File: config.mk
export PLATFORM = sky130hd
export DESIGN_NAME = sem_token_unit
export DESIGN_NICKNAME = d
export VERILOG_FILES = /design/src/rtl/sem_token_pkg.sv /design/src/rtl/sem_port_dec.sv /design/src/rtl/sem_cell.sv /design/src/rtl/sem_token_unit.sv
export SDC_FILE = /design/constraint.sdc
export NUM_CORES = 1
export LEC_CHECK = 0
export BUFFER_PORTS_ARGS = -buffer_cell sky130_fd_sc_hd__buf_4
export CAP_MARGIN = 20
export CORE_MARGIN = 1.5
export CORE_UTILIZATION = 52
export CTS_CLUSTER_SIZE = 12
export DETAILED_ROUTE_END_ITERATION = 10
export MAX_ROUTING_LAYER = met4
export PLACE_DENSITY = 0.84
export RECOVER_POWER = 50
export SLEW_MARGIN = 20
export SYNTH_ARGS = -nofsm -noshare
export SYNTH_HDL_FRONTEND = slang
export SYNTH_HIERARCHICAL = 1
export SYNTH_SLANG_ARGS = --single-unit
File: constraint.sdc
create_clock -name clk -period 2.63 [get_ports clk]
set_input_delay 0.526 -clock clk [delete_from_list [all_inputs] [get_ports clk]]
set_output_delay 0.526 -clock clk [all_outputs]
set_load 0.01 [all_outputs]
File: src/rtl/sem_token_pkg.sv
package sem_token_pkg;
  typedef enum logic [1:0] {
    OWN_NONE  = 2'd0,
    OWN_LEFT  = 2'd1,
    OWN_RIGHT = 2'd2
  } sem_owner_e;
endpackage

File: src/rtl/sem_port_dec.sv
module sem_port_dec #(
  parameter int ADDR_W  = 12,
  parameter int DATA_W  = 8,
  parameter int NUM_SEM = 8,
  parameter int IDX_W   = $clog2(NUM_SEM)
) (
  input  logic              sel,
  input  logic              mem_en,
  input  logic              wr,
  input  logic              rd,
  input  logic [ADDR_W-1:0] addr,
  input  logic [DATA_W-1:0] wdata,
  output logic [NUM_SEM-1:0] wen,
  output logic              wbit,
  output logic              rd_ok,
  output logic [IDX_W-1:0]  idx
);
  logic legal;
  logic unused_bits;

  assign legal = sel & ~mem_en;
  assign idx   = addr[IDX_W-1:0];
  assign wbit  = wdata[0];
  assign rd_ok = legal & rd;

  genvar g;
  generate
    for (g = 0; g < NUM_SEM; g++) begin : g_wen
      assign wen[g] = legal & wr & (idx == IDX_W'(g));
    end
  endgenerate

  // upper address and data bits play no part in semaphore access
  assign unused_bits = ^{addr[ADDR_W-1:IDX_W], wdata[DATA_W-1:1]};
endmodule

File: src/rtl/sem_cell.sv
module sem_cell
  import sem_token_pkg::*;
(
  input  logic clk,
  input  logic rst,
  input  logic wl_en,
  input  logic wl_d,
  input  logic wr_en,
  input  logic wr_d,
  output logic view_l,
  output logic view_r
);
  logic       req_l, req_r, req_l_n, req_r_n;
  sem_owner_e owner, owner_n;

  assign req_l_n = wl_en ? ~wl_d : req_l;
  assign req_r_n = wr_en ? ~wr_d : req_r;

  always_comb begin
    owner_n = owner;
    unique case (owner)
      OWN_LEFT:  owner_n = req_l_n ? OWN_LEFT  : (req_r_n ? OWN_RIGHT : OWN_NONE);
      OWN_RIGHT: owner_n = req_r_n ? OWN_RIGHT : (req_l_n ? OWN_LEFT  : OWN_NONE);
      default:   owner_n = req_l_n ? OWN_LEFT  : (req_r_n ? OWN_RIGHT : OWN_NONE);
    endcase
  end

  always_ff @(posedge clk) begin
    if (rst) begin
      req_l <= 1'b0;
      req_r <= 1'b0;
      owner <= OWN_NONE;
    end else begin
      req_l <= req_l_n;
      req_r <= req_r_n;
      owner <= owner_n;
    end
  end

  assign view_l = (owner != OWN_LEFT);
  assign view_r = (owner != OWN_RIGHT);

  // pending request granted on release
  p_grant_on_release_r5: assert property (@(posedge clk) disable iff (rst)
    (owner == OWN_LEFT && req_r && wl_en && wl_d && !wr_en) |=> (owner == OWN_RIGHT));
  // release with nothing pending frees the token
  p_free_on_release_r6: assert property (@(posedge clk) disable iff (rst)
    (owner == OWN_RIGHT && !req_l && wr_en && wr_d && !wl_en) |=> (owner == OWN_NONE));
  // non-owner request does not displace the owner
  p_hold_owner_r4: assert property (@(posedge clk) disable iff (rst)
    (owner == OWN_LEFT && wr_en && !wr_d && !wl_en) |=> (owner == OWN_LEFT));
  // non-owner writing 1 clears its request
  p_cancel_r7: assert property (@(posedge clk) disable iff (rst)
    (owner == OWN_LEFT && wr_en && wr_d) |=> !req_r);
  // left wins a tie on a free token
  p_tie_left_r9: assert property (@(posedge clk) disable iff (rst)
    (owner == OWN_NONE && wl_en && !wl_d && wr_en && !wr_d) |=> (owner == OWN_LEFT));
endmodule

File: src/rtl/sem_token_unit.sv
module sem_token_unit #(
  parameter int ADDR_W  = 12,
  parameter int DATA_W  = 8,
  parameter int NUM_SEM = 8
) (
  input  logic              clk,
  input  logic              rst,
  input  logic              l_sel,
  input  logic              l_mem_en,
  input  logic              l_wr,
  input  logic              l_rd,
  input  logic [ADDR_W-1:0] l_addr,
  input  logic [DATA_W-1:0] l_wdata,
  output logic [DATA_W-1:0] l_rdata,
  input  logic              r_sel,
  input  logic              r_mem_en,
  input  logic              r_wr,
  input  logic              r_rd,
  input  logic [ADDR_W-1:0] r_addr,
  input  logic [DATA_W-1:0] r_wdata,
  output logic [DATA_W-1:0] r_rdata
);
  localparam int IDX_W = $clog2(NUM_SEM);

  logic [NUM_SEM-1:0] l_wen, r_wen, view_l, view_r;
  logic               l_wbit, r_wbit, l_rd_ok, r_rd_ok;
  logic [IDX_W-1:0]   l_idx, r_idx;

  sem_port_dec #(.ADDR_W(ADDR_W), .DATA_W(DATA_W), .NUM_SEM(NUM_SEM), .IDX_W(IDX_W)) u_dec_l (
    .sel(l_sel), .mem_en(l_mem_en), .wr(l_wr), .rd(l_rd), .addr(l_addr), .wdata(l_wdata),
    .wen(l_wen), .wbit(l_wbit), .rd_ok(l_rd_ok), .idx(l_idx));

  sem_port_dec #(.ADDR_W(ADDR_W), .DATA_W(DATA_W), .NUM_SEM(NUM_SEM), .IDX_W(IDX_W)) u_dec_r (
    .sel(r_sel), .mem_en(r_mem_en), .wr(r_wr), .rd(r_rd), .addr(r_addr), .wdata(r_wdata),
    .wen(r_wen), .wbit(r_wbit), .rd_ok(r_rd_ok), .idx(r_idx));

  genvar g;
  generate
    for (g = 0; g < NUM_SEM; g++) begin : g_cell
      sem_cell u_cell (
        .clk(clk), .rst(rst),
        .wl_en(l_wen[g]), .wl_d(l_wbit),
        .wr_en(r_wen[g]), .wr_d(r_wbit),
        .view_l(view_l[g]), .view_r(view_r[g]));
    end
  endgenerate

  always_ff @(posedge clk) begin
    if (rst) begin
      l_rdata <= '1;
      r_rdata <= '1;
    end else begin
      if (l_rd_ok) l_rdata <= {DATA_W{view_l[l_idx]}};
      if (r_rd_ok) r_rdata <= {DATA_W{view_r[r_idx]}};
    end
  end

  // read data is always uniform across its lines
  p_uniform_r8: assert property (@(posedge clk) disable iff (rst)
    ((l_rdata == '0) || (l_rdata == '1)) && ((r_rdata == '0) || (r_rdata == '1)));
  // illegal access never reloads read data
  p_illegal_left_r10: assert property (@(posedge clk) disable iff (rst)
    (l_sel && l_mem_en) |=> $stable(l_rdata));
  p_illegal_right_r10: assert property (@(posedge clk) disable iff (rst)
    (r_sel && r_mem_en) |=> $stable(r_rdata));
endmodule

==> results.json <==
{
  "die_h_um": 61.2,
  "worstPathRequired_ns": 2.92,
  "slew_viol_final": 0,
  "postCtsSetupBuffers": 0,
  "viasPerCell": 4.99,
  "drt-initial-drc-count": 27,
  "crit_type": "in -> reg",
  "fmax_mhz": 608,
  "tightest_slew_ns": 0.363,
  "core_area_mm2": 0.00313,
  "synth_nets": 240,
  "synth.mux.area_fraction_pct": 13.9,
  "clock_sinks": 34,
  "p_switching_mw": 0.224,
  "tns_ns": 0,
  "holdCritPathClass": "reg -> reg",
  "ios": 66,
  "critPathCaptureType": "flop",
  "cp_slowest_cell": "or3b_1",
  "clockBufferDepth": 2,
  "crit_chain": "clkbuf_1 -> or3b_1 -> nor3_1 -> mux2i_1 -> o211a_1",
  "yosysWarnings": 6,
  "fp-row-count": 20,
  "cts_buffers": 5,
  "cpPeakStageDelay_ns": 0.45,
  "drc": 0,
  "p_seq_share_pct": 57.0,
  "synth_xor_area_share_pct": 0,
  "p_per_area_mw_per_mm2": 474,
  "place_ws_ns": 0.764,
  "cts_hold_buf": 0,
  "fin_crit_ns": 1.64,
  "synth_top_family_by_area": "simple AND/OR/NAND/NOR gates",
  "synth_area_mm2": 0.00176,
  "outcome": "complete, no violations",
  "final_cell_mix": "dfxtp_1 (34), buf_4 (28), inv_1 (26), mux2i_1 (20), nor2_1 (20)",
  "finalSetupViolCount": 0,
  "wl_um": 3030,
  "clkTransAtPathRegs_ns": 0.10,
  "drt_pre_antenna_iters": 4,
  "synth_seq_area_share_pct": 38.7,
  "final_antenna_net_count": 0,
  "root_buffer": "clkbuf_4",
  "skew_ns": 0.00362,
  "dp.cells": 245,
  "p_int_mw": 0.696,
  "synth-compound-area-share_pct": 10.8,
  "finalWorstSetupSlack_ns": 0.986,
  "gp_congestion": 0.785,
  "worstSkewPairLatency_ns": 0.34,
  "n_antenna_cell": 0,
  "postCtsResizedCells": 0,
  "grt_pass1_wl_um": 5000,
  "drv_cap": 0,
  "total_power_mw": 0.920,
  "gr-usage-all-layers_pct": 19.6,
  "synth-simple-area-share_pct": 21.6,
  "grt_max_degree": 27,
  "htree_levels": 2,
  "start_kind": "primary input",
  "rsz0062_at_grt": "false",
  "grt_pass1_vias": 1165,
  "postSynthAreaPerCell_um2": 9.26,
  "cts_tree": "done",
  "pwr-share-clk_pct": 32.5,
  "dpl.hpwl_um": 2310,
  "crit_arrival_ns": 1.93,
  "final_net_count": 258,
  "post-route-util_pct": 62.0,
  "synthCells": 190,
  "relSlewSlack_pct": 75.1,
  "finalHoldViolations": 0,
  "die-area_mm2": 0.00374,
  "ir_drop_v": 0.000308,
  "stdcell_count": 253,
  "vias": 1263,
  "initial_utilization_pct": 56.2,
  "comb_power_share_pct": 10.5,
  "die_w_um": 61.2,
  "synth-seq-cells": 34,
  "ys_types": 21,
  "finalCritPeriodShare_pct": 62.5,
  "reg2reg_slack_ns": 1.12,
  "grt.overflow.total": 0,
  "synth_adder_area_share_pct": 0,
  "area_growth_pct": 10.3,
  "antenna_found_initial": 0,
  "p_sw_share_pct": 24.3,
  "crit_fanout": 5,
  "final_common_cell": "dfxtp_1",
  "port_buffers": 33,
  "cellLeakagePower_nw": 0.816,
  "routedWlPerCell_um": 12.0,
  "drive_above_1_share_pct": 23.9
}
-- power groups by stage --
stage	combinational (mW)	sequential, mW	clock [mW]
floorplan	0.0658	0.536	0
global placement	0.0978	0.536	0
detailed placement	0.0995	0.536	0
CTS	0.0998	0.524	0.310
global route	0.107	0.525	0.329
finish	0.0968	0.524	0.299
-- stage by stage --
| stage | hold WS, ns | area, µm² |
|---|---|---|
| floorplan | 0.475 | 1760 |
| global placement | 0.504 | 1900 |
| finish | 0.539 | 1940 |
| CTS | 0.521 | 1960 |
| detailed placement | 0.513 | 1900 |
| global route | 0.529 | 1940 |
-- cells by family after synthesis --
family | count (synthesis)
AO/OA/AOI/OAI | 22
multiplexers | 22
buffers and inverters | 48
AND/OR/NAND/NOR | 64
flip-flops | 34
-- synthesized netlist by cell type --
master,instances,share of area [%]
inv_1,26,5.5
nor2_1,20,4.3
a31oi_1,2,0.71
nand3b_1,4,1.7
mux4_2,2,2.6
buf_4,22,9.4
o211a_1,8,4.6
a2bb2oi_1,2,1.0
or3b_1,4,2.0
nand3_1,2,0.57
nand2_1,2,0.43
dfxtp_1,34,39
mux2i_1,20,11
nor2b_1,2,0.71
and3b_2,2,1.1
nand2b_1,16,5.7
a221o_1,2,1.1
nor3_1,2,0.57
and2_2,8,3.4
a211oi_1,8,3.4
nor3_2,2,1.1
-- critical path, delay by kind of cell --
kind,cells,cell delay [ns]
muxes,1,0.33
AOI/OAI and AO/OA,1,0.16
buffers and inverters,1,0.16
and+or+nand+nor,2,0.75
-- cell type report --
type	instances	area [µm²]
fillers	281	1190
multi-input cells	108	811
flip-flops and latches	34	681
repair buffers	33	236
inverters	26	97.6
clock buffers	7	55.1
well taps	44	55.1
clock inverters	1	5.00
-- final timing paths --
check	startpoint	endpoint	cells after the start
worst min register to register	g_cell[4].u_cell/req_r	g_cell[4].u_cell/req_r	2
worst max-delay path	r_addr[0]	g_cell[4].u_cell/owner[0]	5
worst max register to register	g_cell[4].u_cell/owner[0]	r_rdata[0]	4
worst min-delay path	g_cell[4].u_cell/req_r	g_cell[4].u_cell/req_r	2
-- sequential cells by signal, indices dropped and copies added (netlist names) --
name,count
g_cell.u_cell/owner,16
l_rdata,1
g_cell.u_cell/req_l,8
g_cell.u_cell/req_r,8
r_rdata,1
-- per-layer routing --
layer / vias to the layer above / wire, µm / share of wire [%] / global-route usage [%]
li1: 651 / - / - / -
met1: 560 / 1420 / 47 / 23.0
met2: 42 / 1330 / 44 / 30.1
met3: 10 / 186 / 6.1 / 4.62
met4: 0 / 91 / 3.0 / 12.1
met5: - / 0 / 0 / -
Note: power is estimated with default switching activity, not from simulation.
